### config.mk
export PLATFORM = sky130hd
export DESIGN_NAME = nand_xfer_unit
export DESIGN_NICKNAME = d
export VERILOG_FILES = /design/src/rtl/nand_xfer_pkg.sv /design/src/rtl/nand_xfer_datapath.sv /design/src/rtl/nand_xfer_ctrl.sv /design/src/rtl/nand_xfer_unit.sv
export SDC_FILE = /design/constraint.sdc
export NUM_CORES = 1
export LEC_CHECK = 0
export BUFFER_PORTS_ARGS = -buffer_cell sky130_fd_sc_hd__buf_2
export CAP_MARGIN = 40
export CORE_MARGIN = 2
export CORE_UTILIZATION = 33
export DETAILED_ROUTE_END_ITERATION = 8
export GPL_TIMING_DRIVEN = 0
export PLACE_DENSITY = 0.6
export SYNTH_ARGS = -nofsm -noshare
export SYNTH_HDL_FRONTEND = slang
export SYNTH_SLANG_ARGS = --single-unit
### constraint.sdc
create_clock -name clk -period 15.15 [get_ports clk]
set_input_delay 3.03 -clock clk [delete_from_list [all_inputs] [get_ports clk]]
set_output_delay 3.03 -clock clk [all_outputs]
set_load 0.05 [all_outputs]
### src/rtl/nand_xfer_pkg.sv
`timescale 1ns/1ps
package nand_xfer_pkg;
  localparam logic [2:0] A_CTRL = 3'd0;
  localparam logic [2:0] A_CFG  = 3'd1;
  localparam logic [2:0] A_STAT = 3'd2;
  localparam logic [2:0] A_IRAW = 3'd3;
  localparam logic [2:0] A_IEN  = 3'd4;
  localparam logic [2:0] A_IMSK = 3'd5;
  localparam logic [2:0] A_ICLR = 3'd6;
  localparam logic [2:0] A_TCNT = 3'd7;

  localparam int CTRL_START  = 0;
  localparam int CTRL_ECCCLR = 1;
  localparam int CTRL_SRST   = 2;
  localparam int CFG_DIR     = 1;
  localparam int CFG_BURST   = 2;
  localparam int CFG_ECCDMA  = 4;
  localparam int ST_READY    = 0;
  localparam int ST_CFIFO    = 1;
  localparam int ST_DFIFO    = 2;
  localparam int INT_RDY     = 0;
  localparam int INT_TC      = 1;

  typedef struct packed {
    logic flush;
    logic rdAccept;
    logic rdLast;
    logic rdPop;
    logic wrPush;
    logic wrLoad;
    logic wrTake;
    logic wrLast;
  } xferStrobes_t;
endpackage

### src/rtl/nand_xfer_datapath.sv
`timescale 1ns/1ps
module nand_xfer_datapath
  import nand_xfer_pkg::*;
#(
  parameter int DEPTH = 8,
  localparam int CW = $clog2(DEPTH + 1),
  localparam int PW = $clog2(DEPTH)
) (
  input  logic           clk,
  input  logic           rstN,
  input  xferStrobes_t   stb,
  input  logic [7:0]     rdByte,
  input  logic [31:0]    wrWord,
  output logic [31:0]    headWord,
  output logic [CW-1:0]  fifoCount,
  output logic [1:0]     packCnt,
  output logic [2:0]     unpackCnt,
  output logic [7:0]     unpackByte
);
  localparam logic [CW-1:0] DEPTH_C = CW'(DEPTH);

  logic [31:0]   mem [DEPTH];
  logic [PW-1:0] wrPtr, rdPtr;
  logic [CW-1:0] cnt;
  logic [31:0]   packReg, packNext;
  logic [1:0]    packIdx;
  logic [31:0]   unpWord;
  logic [1:0]    unpIdx;
  logic [2:0]    unpCnt;
  logic          packDone, pushEn, popEn;
  logic [31:0]   pushData;

  always_comb begin
    packNext = packReg;
    packNext[8*packIdx +: 8] = rdByte;
  end

  assign packDone = stb.rdAccept && (packIdx == 2'd3 || stb.rdLast);
  assign pushEn   = !stb.flush && (packDone || stb.wrPush);
  assign pushData = stb.wrPush ? wrWord : packNext;
  assign popEn    = !stb.flush && (stb.rdPop || stb.wrLoad);

  always_ff @(posedge clk) begin
    if (pushEn) mem[wrPtr] <= pushData;
  end

  always_ff @(posedge clk or negedge rstN) begin
    if (!rstN) begin
      wrPtr <= '0;
      rdPtr <= '0;
      cnt   <= '0;
    end else if (stb.flush) begin
      wrPtr <= '0;
      rdPtr <= '0;
      cnt   <= '0;
    end else begin
      if (pushEn) wrPtr <= wrPtr + 1'b1;
      if (popEn)  rdPtr <= rdPtr + 1'b1;
      case ({pushEn, popEn})
        2'b10:   cnt <= cnt + 1'b1;
        2'b01:   cnt <= cnt - 1'b1;
        default: cnt <= cnt;
      endcase
    end
  end

  always_ff @(posedge clk or negedge rstN) begin
    if (!rstN) begin
      packReg <= '0;
      packIdx <= '0;
    end else if (stb.flush) begin
      packReg <= '0;
      packIdx <= '0;
    end else if (stb.rdAccept) begin
      if (packDone) begin
        packReg <= '0;
        packIdx <= '0;
      end else begin
        packReg <= packNext;
        packIdx <= packIdx + 1'b1;
      end
    end
  end

  always_ff @(posedge clk or negedge rstN) begin
    if (!rstN) begin
      unpWord <= '0;
      unpIdx  <= '0;
      unpCnt  <= '0;
    end else if (stb.flush) begin
      unpWord <= '0;
      unpIdx  <= '0;
      unpCnt  <= '0;
    end else if (stb.wrLoad) begin
      unpWord <= mem[rdPtr];
      unpIdx  <= '0;
      unpCnt  <= 3'd4;
    end else if (stb.wrTake) begin
      if (stb.wrLast) begin
        unpCnt <= '0;
      end else begin
        unpIdx <= unpIdx + 1'b1;
        unpCnt <= unpCnt - 1'b1;
      end
    end
  end

  assign headWord   = mem[rdPtr];
  assign fifoCount  = cnt;
  assign packCnt    = packIdx;
  assign unpackCnt  = unpCnt;
  assign unpackByte = unpWord[8*unpIdx +: 8];

  // the control must never pop an empty FIFO
  p_no_underflow_r5: assert property (@(posedge clk) disable iff (!rstN)
    popEn |-> cnt != '0);
  // the control must never push into a full FIFO
  p_no_overflow_r6: assert property (@(posedge clk) disable iff (!rstN)
    (pushEn && !popEn) |-> cnt < DEPTH_C);
  // the final byte always leaves the packer empty
  p_pack_empty_r5: assert property (@(posedge clk) disable iff (!rstN)
    (stb.rdAccept && stb.rdLast && !stb.flush) |=> packIdx == 2'd0);
endmodule

### src/rtl/nand_xfer_ctrl.sv
`timescale 1ns/1ps
module nand_xfer_ctrl
  import nand_xfer_pkg::*;
#(
  parameter int DEPTH = 8,
  parameter int CNT_W = 13,
  parameter int BURST_WORDS = 4,
  localparam int CW = $clog2(DEPTH + 1)
) (
  input  logic           clk,
  input  logic           rstN,
  input  logic [2:0]     regAddr,
  input  logic           regWrEn,
  input  logic [31:0]    regWrData,
  output logic [31:0]    regRdData,
  input  logic           nandRdValid,
  output logic           nandRdReady,
  output logic           nandWrValid,
  input  logic           nandWrTake,
  input  logic           nandReady,
  output logic           dmaBurstReq,
  output logic           dmaSingleReq,
  input  logic           dmaRdPop,
  input  logic           dmaWrPush,
  input  logic [CW-1:0]  fifoCount,
  input  logic [1:0]     packCnt,
  input  logic [2:0]     unpackCnt,
  output xferStrobes_t   stb,
  output logic           eccClear,
  output logic           eccRun,
  output logic           irq
);
  localparam int CALC_W = CNT_W + CW + 3;
  localparam logic [CW-1:0]     DEPTH_C = CW'(DEPTH);
  localparam logic [CW-1:0]     BW_C    = CW'(BURST_WORDS);
  localparam logic [CALC_W-1:0] BB_C    = CALC_W'(BURST_WORDS * 4);
  localparam logic [CNT_W-1:0]  ONE_C   = CNT_W'(1);

  logic             startQ, dirQ, burstQ, eccDmaQ, readyQ, eccClrQ;
  logic [CNT_W-1:0] txCount;
  logic [1:0]       intEn, intRaw, intSet, intClr;
  logic             wrCtrl, wrCfg, wrEn, wrClr, wrCnt, softReset;
  logic             rdActive, wrActive, dec, tcEvent, readyEvent;
  logic [CALC_W-1:0] txExt, bufBytes, needBytes;
  logic [CW-1:0]    freeWords;
  logic             rdBurst, rdSingle, wrBurst, wrSingle;

  assign wrCtrl    = regWrEn && regAddr == A_CTRL;
  assign wrCfg     = regWrEn && regAddr == A_CFG;
  assign wrEn      = regWrEn && regAddr == A_IEN;
  assign wrClr     = regWrEn && regAddr == A_ICLR;
  assign wrCnt     = regWrEn && regAddr == A_TCNT;
  assign softReset = wrCtrl && regWrData[CTRL_SRST];

  assign rdActive = startQ && dirQ && txCount != '0;
  assign wrActive = startQ && !dirQ && txCount != '0;

  assign nandRdReady = rdActive && fifoCount < DEPTH_C;
  assign nandWrValid = wrActive && unpackCnt != '0;

  always_comb begin
    stb          = '0;
    stb.flush    = softReset;
    stb.rdAccept = nandRdValid && nandRdReady;
    stb.rdLast   = txCount == ONE_C;
    stb.rdPop    = dmaRdPop && dirQ && fifoCount != '0;
    stb.wrPush   = dmaWrPush && startQ && !dirQ && fifoCount < DEPTH_C;
    stb.wrLoad   = wrActive && unpackCnt == '0 && fifoCount != '0;
    stb.wrTake   = nandWrTake && nandWrValid;
    stb.wrLast   = txCount == ONE_C;
  end

  assign dec        = stb.rdAccept || stb.wrTake;
  assign tcEvent    = dec && startQ && txCount == ONE_C;
  assign readyEvent = nandReady && !readyQ;
  assign intSet     = {tcEvent, readyEvent};
  assign intClr     = wrClr ? regWrData[1:0] : 2'b00;

  always_ff @(posedge clk or negedge rstN) begin
    if (!rstN) begin
      startQ  <= 1'b0;
      dirQ    <= 1'b0;
      burstQ  <= 1'b0;
      eccDmaQ <= 1'b0;
      txCount <= '0;
      intEn   <= '0;
      intRaw  <= '0;
      readyQ  <= 1'b0;
      eccClrQ <= 1'b0;
    end else begin
      readyQ  <= nandReady;
      eccClrQ <= wrCtrl && regWrData[CTRL_ECCCLR];
      if (softReset) begin
        startQ  <= 1'b0;
        dirQ    <= 1'b0;
        burstQ  <= 1'b0;
        eccDmaQ <= 1'b0;
        txCount <= '0;
        intEn   <= '0;
        intRaw  <= '0;
      end else begin
        if (wrCtrl) startQ <= regWrData[CTRL_START];
        if (wrCfg) begin
          dirQ    <= regWrData[CFG_DIR];
          burstQ  <= regWrData[CFG_BURST];
          eccDmaQ <= regWrData[CFG_ECCDMA];
        end
        if (wrEn) intEn <= regWrData[1:0];
        if (wrCnt)    txCount <= regWrData[CNT_W-1:0];
        else if (dec) txCount <= txCount - 1'b1;
        intRaw <= (intRaw & ~intClr) | intSet;
      end
    end
  end

  // request generation
  assign txExt     = CALC_W'(txCount);
  assign bufBytes  = CALC_W'({fifoCount, 2'b00}) + CALC_W'(unpackCnt);
  assign needBytes = (txExt > bufBytes) ? txExt - bufBytes : '0;
  assign freeWords = DEPTH_C - fifoCount;

  assign rdBurst  = startQ && dirQ && burstQ && fifoCount >= BW_C;
  assign rdSingle = startQ && dirQ && !rdBurst && fifoCount != '0 &&
                    (!burstQ || txExt < BB_C);
  assign wrBurst  = startQ && !dirQ && burstQ && freeWords >= BW_C &&
                    needBytes >= BB_C;
  assign wrSingle = startQ && !dirQ && !wrBurst && freeWords != '0 &&
                    needBytes != '0 && (!burstQ || needBytes < BB_C);

  assign dmaBurstReq  = rdBurst || wrBurst;
  assign dmaSingleReq = rdSingle || wrSingle;

  assign eccClear = eccClrQ;
  assign eccRun   = startQ && eccDmaQ;
  assign irq      = |(intRaw & intEn);

  always_comb begin
    regRdData = '0;
    case (regAddr)
      A_CTRL: regRdData[CTRL_START] = startQ;
      A_CFG: begin
        regRdData[CFG_DIR]    = dirQ;
        regRdData[CFG_BURST]  = burstQ;
        regRdData[CFG_ECCDMA] = eccDmaQ;
      end
      A_STAT: begin
        regRdData[ST_DFIFO] = fifoCount != '0;
        regRdData[ST_CFIFO] = packCnt != '0 || unpackCnt != '0;
        regRdData[ST_READY] = readyQ;
      end
      A_IRAW: regRdData[1:0] = intRaw;
      A_IEN:  regRdData[1:0] = intEn;
      A_IMSK: regRdData[1:0] = intRaw & intEn;
      A_TCNT: regRdData[CNT_W-1:0] = txCount;
      default: regRdData = '0;
    endcase
  end

  // the count only moves down unless software loads it
  p_count_down_r4: assert property (@(posedge clk) disable iff (!rstN)
    !$past(wrCnt) |-> txCount <= $past(txCount));
  // last byte moved latches the terminal count
  p_tc_latch_r10: assert property (@(posedge clk) disable iff (!rstN)
    (startQ && txCount == ONE_C && (stb.rdAccept || stb.wrTake) && !softReset)
      |=> intRaw[INT_TC]);
  // a rising ready line latches the ready bit
  p_ready_latch_r11: assert property (@(posedge clk) disable iff (!rstN)
    (nandReady && !readyQ && !softReset) |=> intRaw[INT_RDY]);
  // never both request kinds at once
  p_req_excl_r8: assert property (@(posedge clk) disable iff (!rstN)
    $onehot0({dmaBurstReq, dmaSingleReq}));
  // software reset leaves the unit idle and the FIFO empty
  p_sreset_idle_r13: assert property (@(posedge clk) disable iff (!rstN)
    softReset |=> (txCount == '0 && intRaw == '0 && intEn == '0 &&
                   !startQ && fifoCount == '0));
endmodule

### src/rtl/nand_xfer_unit.sv
`timescale 1ns/1ps
module nand_xfer_unit
  import nand_xfer_pkg::*;
#(
  parameter int DEPTH = 8,
  parameter int CNT_W = 13,
  parameter int BURST_WORDS = 4
) (
  input  logic        clk,
  input  logic        rstN,
  input  logic [2:0]  regAddr,
  input  logic        regWrEn,
  input  logic [31:0] regWrData,
  output logic [31:0] regRdData,
  input  logic        nandRdValid,
  input  logic [7:0]  nandRdByte,
  output logic        nandRdReady,
  output logic        nandWrValid,
  output logic [7:0]  nandWrByte,
  input  logic        nandWrTake,
  input  logic        nandReady,
  output logic        dmaBurstReq,
  output logic        dmaSingleReq,
  input  logic        dmaRdPop,
  output logic [31:0] dmaRdData,
  input  logic        dmaWrPush,
  input  logic [31:0] dmaWrData,
  output logic        eccClear,
  output logic        eccRun,
  output logic        irq
);
  localparam int CW = $clog2(DEPTH + 1);

  xferStrobes_t  stb;
  logic [CW-1:0] fifoCount;
  logic [1:0]    packCnt;
  logic [2:0]    unpackCnt;

  nand_xfer_ctrl #(.DEPTH(DEPTH), .CNT_W(CNT_W), .BURST_WORDS(BURST_WORDS)) ctrl_i (
    .clk(clk), .rstN(rstN),
    .regAddr(regAddr), .regWrEn(regWrEn), .regWrData(regWrData), .regRdData(regRdData),
    .nandRdValid(nandRdValid), .nandRdReady(nandRdReady),
    .nandWrValid(nandWrValid), .nandWrTake(nandWrTake), .nandReady(nandReady),
    .dmaBurstReq(dmaBurstReq), .dmaSingleReq(dmaSingleReq),
    .dmaRdPop(dmaRdPop), .dmaWrPush(dmaWrPush),
    .fifoCount(fifoCount), .packCnt(packCnt), .unpackCnt(unpackCnt),
    .stb(stb), .eccClear(eccClear), .eccRun(eccRun), .irq(irq)
  );

  nand_xfer_datapath #(.DEPTH(DEPTH)) dp_i (
    .clk(clk), .rstN(rstN), .stb(stb),
    .rdByte(nandRdByte), .wrWord(dmaWrData), .headWord(dmaRdData),
    .fifoCount(fifoCount), .packCnt(packCnt), .unpackCnt(unpackCnt),
    .unpackByte(nandWrByte)
  );
endmodule

==> impl_summary.txt, run 1 <==
----------------------------------------------------
[Outcome]
  Outcome ... finished, final reports clean

[Min path]
  Path class of the lowest-slack min-delay path ... reg -> reg

[Worst setup path]
  Crit path launch type ... input pin
  Data arrival time at the worst-slack endpoint ... around 4.4 ns
  Critical path endpoint category ... primary output
  Critical path class ... in -> out
  Critical path fanouts, max ... 10
  Critical Path RT ... 12.12 ns

[Die]
  Number of cell rows ... 81
  Height of the chip ... 226 um
  Total core area ... 48700 um2
  Starting density of the core ... 33.3%
  Width of the die ... about 230 um
  Ports placed on the boundary ... ~160
  Overall die area ... 51000 um2

[Layout]
  Post-synthesis to final-layout area growth ... 20.1%
  Layout cell share with drive strength beyond 1 ... 26.9%
  Area used by sequential logic in the layout ... 10300 um2
  Number of nets in the finished design ... 1466
  Inserted Diodes ... 0
  Area of combinational cells with multiple inputs ... about 5600 um2
  Count of fill cells added during filler insertion ... 4564
  Share of the core filled with cells in the final layout ... between 40% and 50%

[Timing]
  Final critical-path share of the clock period ... 49.0%
  Unrepaired setup endpoints after global routing ... no
  Maximum achievable frequency ... 135 MHz
  Total negative slack for setup checks ... 0 ns
  Slew of the pin with the lowest slew margin ... just under 1 ns
  Final hold violations ... 0
  Number of endpoints failing setup at the final stage ... 0
  Worst clock skew on the final layout ... around 0.025 ns
  Final-report max-slew violation count ... 0
  Clock period minus worst slack ... approximately 7.4 ns
  Worst rel slew slack ... 33.9%

[Drt]
  Via Count ... 10500
  WL/cell ... 21.4 um
  Number of design rule violations left after detail routing ... 0
  WL final ... approximately 44000 um
  Initial DRT Pass Iterations ... 5
  Count of routing violations after the opening detailed-route iteration ... 860
  Residual antenna-violating net count after detailed routing ... 0
  Vias per cell ... 5.13

[GRT]
  Met2 track demand over resource in global routing ... 27.2%
  Number of antenna violations at the first check in global routing ... 0
  Gr ovfl total ... 0
  Maximum number of pins on one net before global-route repair ... a little over 70
  Met3 Usage GRT ... 3.28%
  Number of global-route vias before repair ... 10500
  Global routing met1 resource utilization ... around a quarter
  GRT Max-Usage Layer ... met2
  First-pass GRT wire length ... between 60000 and 70000 um
  Global Route Usage Sum ... 17.3%

[Pwr]
  Int Pwr ... approximately 2.3 mW
  Share of power burned in the clock network ... roughly a quarter
  Part of the total power dissipated in sequential elements ... 33.5%
  Leakage power total ... ~7.2 nW
  Switching Fraction ... around 40%
  Ratio of total power to cell area ... 200 nW/um2
  Comb pwr share ... 41.6%
  Maximum VDD drop ... 0.0911 mV
  Switching power of the nets ... 1.54 mW

[Clock network]
  Postcts setup bufs ... 0
  Resize count post-CTS ... 0
  Maximum clock insertion buffer count ... 3
  Clock buffers created by TritonCTS ... 39
  Clock H-tree levels ... 2
  Clock Sink Count ... 360
  Clock-pin slew on the worst setup and hold paths ... 0.06 ns
  Clock tree from TritonCTS ... done
  Cell chosen for the clock root ... clkbuf_16
  Hold bufs inserted after CTS ... 0
  Source-to-sink clock delay at the later pin of the worst-skew pair ... about 0.56 ns

[Logic synthesis]
  Area of the mapped netlist ... 16200 um2
  Cell count after synthesis ... 1135
  Cell type with the highest aggregate area in the netlist ... edfxtp_1
  Async set or reset register ratio after synthesis ... between 20 and 30%
  Top-area cell type share of the netlist area ... 47.3%
  Top area cells in the synthesized netlist ... edfxtp_1 47%, dfrtp_1 16%, mux4_2 10%
  Post-synthesis register bit count ... 360
  Sequential share of the synthesized area ... 63.3%
  Number of warning messages in the yosys log ... 0
  Number of enable flip-flop cells after synthesis ... between 200 and 300
  Count of distinct cell types in the synthesized netlist ... 72
  Most frequently used flop master after synthesis ... edfxtp_1
  Post-Syn Area per Cell ... 14.3 um2

[Placement]
  HPWL after detailed placement ... 31500 um
  Buffers on Ports ... 123
  Gp weighted congestion ... 0.844

[Flow run]
  Max capacitance violation total ... 0

----------------------------------------------------
state kept, by name (all words and copies together), names as in the netlist:
register / cells
dp_i.unpWord: 32
ctrl_i.eccDmaQ: 1
ctrl_i.intEn: 2
dp_i.fifoCount: 4
dp_i.mem: 256
ctrl_i.txCount: 13
dp_i.unpIdx: 2
ctrl_i.intRaw: 2
ctrl_i.startQ: 1
ctrl_i.burstQ: 1
dp_i.unpackCnt: 3
ctrl_i.eccClear: 1
dp_i.packReg: 32
ctrl_i.dirQ: 1
dp_i.rdPtr: 3
dp_i.wrPtr: 3
dp_i.packCnt: 2
ctrl_i.readyQ: 1
path summary, 6_finish.rpt:
path                                    from          endpoint  slack (ns)  cells past startpoint
setup / recovery                  regAddr[1]      regRdData[2]        7.73                      7
hold / removal              dp_i.packReg[28]  dp_i.packReg[28]        0.49                      1
setup reg to reg           ctrl_i.txCount[1]    dp_i.mem[0][7]       10.98                      9
hold reg to reg             dp_i.packReg[28]  dp_i.packReg[28]        0.49                      1
max in group asynchronous               rstN   dp_i.unpWord[8]       12.06                      2
min in group asynchronous               rstN  dp_i.packReg[28]        2.38                      1
cell type report:
class / instances / area share, %
Tap cell: 664 / 4.26
Timing Repair Buffer: 164 / 5.20
Multi-Input combinational cell: 694 / 28.8
Inverter: 22 / 0.423
Buffer: 77 / 1.98
Clock buffer: 54 / 5.50
Clock inverter: 15 / 1.12
Sequential cell: 360 / 52.8
power by group through the flow:
| stage | sequential (mW) | clock, mW | combinational, mW |
|---|---|---|---|
| 4_1_cts | 1.30 | 0.988 | 1.63 |
| 2_1_floorplan | 1.28 | 0 | 1.17 |
| 3_5_place_dp | 1.32 | 0 | 1.62 |
| 6_report | 1.30 | 0.970 | 1.62 |
| 5_1_grt | 1.32 | 1.03 | 1.74 |
| 3_3_place_gp | 1.32 | 0 | 1.58 |
cell usage in the layout, fill, tap and decap left out, types with 5 or more instances in the layout:
master       n
edfxtp_1   256
buf_2      152
nor2_1     109
dfrtp_1    104
mux4_2      72
nand2_1     55
o21ai_0     51
clkbuf_1    50
nor3_1      48
a21oi_1     43
clkbuf_16   39
nor2b_1     32
mux2_2      32
a22o_1      30
buf_4       27
and2_1      23
ha_1        23
inv_1       21
conb_1      19
xnor2_1     15
nand3_1     12
a22oi_1     11
a211oi_1    11
buf_1        8
xor2_1       8
or3_1        7
buf_6        6
clkinv_1     6
and3_1       6
nand4_1      6
nor2_4       6
a31oi_1      5
bufinv_16    5
buf_12       5
synth_stat cells, drive strengths merged, types with 6 or more instances:
library cell    n
xor2            8
nor2b          32
a21oi          43
nor3           52
a211oi         12
clkbuf         39
nand3          12
inv            21
ha             23
a31oi           6
nand2          55
mux4           72
edfxtp        256
mux2           32
nand4           6
nor2          115
and3            6
or3             8
and2           23
o21ai          51
xnor2          15
a22o           30
a22oi          11
buf            38
dfrtp         104
cell families (layout without fill, tap and decap cells):
group                      after synthesis  in the layout  synth area share [%]
DFF                                    360            360                  63.3
muxes                                  107            107                  12.4
AOI/OAI and AO/OA                      181            181                  7.71
adders and majority gates               25             25                  2.02
buffers and inverters                   99            332                  2.89
xor gates and xnor gates                23             23                  1.24
other                                    1             19                0.0231
and+or+nand+nor                        339            339                  10.4
per-stage QoR:
step | instances | power (mW) | cell area, um2 | setup WS, ns | hold WS, ns
4_1_cts | 2047 | 3.92 | 19500 | 7.77 | 0.492
3_5_place_dp | 1978 | 2.94 | 18200 | 7.78 | 0.473
6_report | 2050 | 3.89 | 19500 | 7.73 | 0.487
5_1_grt | 2050 | 4.09 | 19500 | 7.64 | 0.504
3_3_place_gp | 1940 | 2.90 | 17800 | 5.70 | 0.470
2_1_floorplan | 1153 | 2.45 | 16300 | 6.96 | 0.454
routing by layer:
| metal | share of wire [%] | vias up |
|---|---|---|
| met4 | 2.7 | 2 |
| met1 | 45 | 5355 |
| met3 | 6.5 | 72 |
| li1 | - | 4736 |
| met5 | 0.16 | - |
| met2 | 46 | 345 |
worst max-delay path, cell delays in order:
cell	delay [ns]
buf_2	0.14
clkbuf_1	0.36
nand2_1	0.09
nor2_1	0.10
a31oi_1	0.04
o21ai_0	0.30
buf_2	0.34
Power figures use the tool's default switching activity.
==> inputs of run 2 (changes only) <==
ABC_AREA = 1   (was not set)
PLACE_DENSITY = 0.59   (was 0.6)
clock period = 7.75 ns   (was 15.15 ns; I/O delays follow)
==> impl_summary.txt, run 2 <==
----------------------------------------------------
[Drt]
  Residual antenna-violating net count after detailed routing ... 0
  Count of routing violations after the opening detailed-route iteration ... 1132
  WL final ... 52100 um
  WL/cell ... 19.9 um
  Via Count ... 13400
  Number of design rule violations left after detail routing ... 0
  Initial DRT Pass Iterations ... 5
  Vias per cell ... slightly above 5

[Layout]
  Register with the highest flop count ... dp_i.mem
  Top flop regs ... dp_i.mem (256), dp_i.packReg (32), dp_i.unpWord (32)
  Number of nets in the finished design ... 2023
  Most frequent standard cell in the layout excluding fill and tap cells ... nor2_1
  Highest-count cells in the layout ignoring fill and taps ... 302 x nor2_1, 297 x nand2_1, 256 x edfxtp_1
  Post-synthesis to final-layout area growth ... 17.8%
  Layout cell share with drive strength beyond 1 ... 15.3%
  Max FFs per register ... 256
  Count of fill cells added during filler insertion ... 5083
  Inserted Diodes ... 0

[Logic synthesis]
  Async set or reset register ratio after synthesis ... 28.9%
  Top-area cell type share of the netlist area ... 45.0%
  Post-Syn Area per Cell ... 9.91 um2
  Number of warning messages in the yosys log ... 0
  Cell with the most instances after synthesis ... nor2_1
  Sequential share of the synthesized area ... 60.2%
  Most frequent cells after synthesis ... 310 x nor2_1, 297 x nand2_1, 256 x edfxtp_1
  Cell count after synthesis ... around 1700
  Area of the mapped netlist ... 17100 um2
  Top area cells in the synthesized netlist ... edfxtp_1 45%, dfrtp_1 15%, nor2_1 6.8%
  Count of distinct cell types in the synthesized netlist ... 44
  Number of enable flip-flop cells after synthesis ... 256
  Cell type with the highest aggregate area in the netlist ... edfxtp_1
  Post-synthesis register bit count ... 360
  Most frequently used flop master after synthesis ... edfxtp_1

[Clock network]
  Hold bufs inserted after CTS ... 0
  Resize count post-CTS ... 0
  Clock buffers created by TritonCTS ... 39
  Postcts setup bufs ... 0
  Clock tree from TritonCTS ... done
  Cell chosen for the clock root ... clkbuf_16
  Source-to-sink clock delay at the later pin of the worst-skew pair ... 0.55 ns
  Clock H-tree levels ... 2
  Clock Sink Count ... 360
  Clock-pin slew on the worst setup and hold paths ... approximately 0.060 ns
  Maximum clock insertion buffer count ... 3

[Timing]
  Unrepaired setup endpoints after global routing ... no
  Clock period minus worst slack ... 5.36 ns
  Final hold violations ... 0
  Final critical-path share of the clock period ... 69.2%
  Final-report max-slew violation count ... 0
  Worst clock skew on the final layout ... 0.0221 ns
  Worst rel slew slack ... 41.6%
  Maximum achievable frequency ... between 150 and 200 MHz
  Slew of the pin with the lowest slew margin ... roughly 0.88 ns
  Total negative slack for setup checks ... 0 ns
  Number of endpoints failing setup at the final stage ... 0

[Min path]
  Origin of the worst min-delay path ... dp_i.unpWord[15]
  Worst-case hold path end point ... dp_i.unpWord[15]
  Path class of the lowest-slack min-delay path ... reg -> reg
  Hold Crit Depth ... 2

[Pwr]
  Switching Fraction ... 46.3%
  Comb pwr share ... approximately 48%
  Total power after layout ... ~9 mW
  Maximum VDD drop ... 0.214 mV
  Share of power burned in the clock network ... around 21%
  Switching power of the nets ... 4.10 mW
  Part of the total power dissipated in sequential elements ... 31.0%
  Int Pwr ... 4.75 mW
  Leakage power total ... 8.21 nW
  Ratio of total power to cell area ... 439 nW/um2

[Die]
  Width of the die ... 232 um
  Ports placed on the boundary ... 162
  Total core area ... 51300 um2
  Overall die area ... approximately 54000 um2
  Starting density of the core ... around 33%
  Number of cell rows ... 83
  Height of the chip ... 232 um

[Placement]
  Gp weighted congestion ... a little under 0.9
  HPWL after detailed placement ... 37600 um
  Buffers on Ports ... between 100 and 150

[Worst setup path]
  Critical path class ... reg -> out
  Endpoint of the most critical register-to-register path ... dp_i.mem[4][0]
  Data arrival time at the worst-slack endpoint ... 3.81 ns
  Critical path endpoint category ... primary output
  Crit path launch type ... register
  Worst flop-to-flop path startpoint ... dp_i.packCnt[0]
  Cell count of the worst reg-to-reg path ... 8
  Critical Path RT ... 6.20 ns
  Register-to-register setup slack ... approximately 4.2 ns
  Critical path fanouts, max ... 9

[GRT]
  Maximum number of pins on one net before global-route repair ... 56
  Gr ovfl total ... 0
  Global Route Usage Sum ... 19.3%
  First-pass GRT wire length ... 78600 um
  Number of global-route vias before repair ... roughly 13000
  Number of antenna violations at the first check in global routing ... 1

[Flow run]
  Max capacitance violation total ... 0

[Outcome]
  Outcome ... finished, final reports clean

----------------------------------------------------
[run 2: cell count changes in the layout (fill, tap and decap cells not counted), sizes merged, moves of 32 or more]
| cell | before | now |
|---|---|---|
| o32ai | 0 | 64 |
| nor2b | 32 | 0 |
| o21ai | 51 | 117 |
| nor2 | 115 | 318 |
| inv | 23 | 174 |
| nand2 | 55 | 302 |
| nand3 | 12 | 68 |
| mux4 | 72 | 0 |
| mux2 | 32 | 0 |
| nor3 | 52 | 4 |
| o22ai | 1 | 85 |
[run 2: final cells by class]
type | count | area [um2] | share of cell area [%]
buffer | 106 | 526 | 2.61
clock buffer | 57 | 1080 | 5.39
clock inverter | 15 | 166 | 0.827
inverter | 174 | 653 | 3.24
multi-input combinational | 1103 | 5750 | 28.6
sequential | 360 | 10300 | 51.1
tap | 680 | 851 | 4.23
timing repair buffer | 131 | 808 | 4.02
[run 2: power by group through the flow]
stage	Sequential [mW]	Combinational, mW	Clock (mW)
floorplan	2.71	2.92	0
global placement	2.78	4.15	0
detailed placement	2.78	4.23	0
CTS	2.74	4.25	1.86
global route	2.78	4.63	1.93
finish	2.75	4.27	1.83
[run 2: worst max-delay path: stages (launching register included)]
cell,delay (ns)
dfrtp_1,0.41
ha_1,0.21
ha_1,0.21
xnor2_1,0.13
ha_1,0.38
nand2_1,0.10
nor2_1,0.20
nand2_1,0.15
nand2_1,0.14
nand2_1,0.06
nand2_1,0.22
inv_1,0.12
o21a_1,0.19
nand3_1,0.15
nand4_1,0.10
o21ai_0,0.18
buf_2,0.34
[run 2: how the worst max path moves through the flow]
stage                 startpoint        endpoint  slack, ns  depth (start not counted)
2_1_floorplan         regAddr[0]    regRdData[4]       3.14                          6
3_3_place_gp          regAddr[0]  dp_i.mem[0][8]       1.94                         11
3_5_place_dp   dp_i.fifoCount[0]     dmaBurstReq       2.95                         16
4_1_cts        dp_i.fifoCount[0]     dmaBurstReq       2.37                         16
5_1_grt        dp_i.fifoCount[0]     dmaBurstReq       2.10                         16
6_report       dp_i.fifoCount[0]     dmaBurstReq       2.39                         16
[run 2: routing by layer]
layer	part of all wire, %	track usage, %	vias to the layer above
li1	-	-	6287
met1	44	26.1	6512
met2	46	31.0	466
met3	6.6	2.97	100
met4	4.1	8.31	2
met5	0.031	0	-
[run 2: through the flow]
stage / worst slack, ns / cell area, um2 / util [%] / std cells / hold WS (ns)
2_1_floorplan: 3.14 / 17200 / - / 1743 / 0.444
3_3_place_gp: 1.94 / 18600 / 36.3 / 2545 / 0.463
3_5_place_dp: 2.95 / 18900 / 36.8 / 2554 / 0.463
4_1_cts: 2.37 / 20100 / 39.2 / 2626 / 0.480
5_1_grt: 2.10 / 20100 / 39.2 / 2626 / 0.491
6_report: 2.39 / 20100 / 39.2 / 2626 / 0.472
[run 2: cell families (layout without fill, tap and decap cells)]
group	after synthesis	in the layout	share of synthesized area [%]
compound gates	333	333	13.3
buf+inv	280	483	6.90
flops	360	360	60.2
simple gates	715	715	17.1
xor+xnor	10	10	0.512
other cells	1	19	0.0219
fa+ha+maj	25	25	1.92
mux	1	1	0.0586
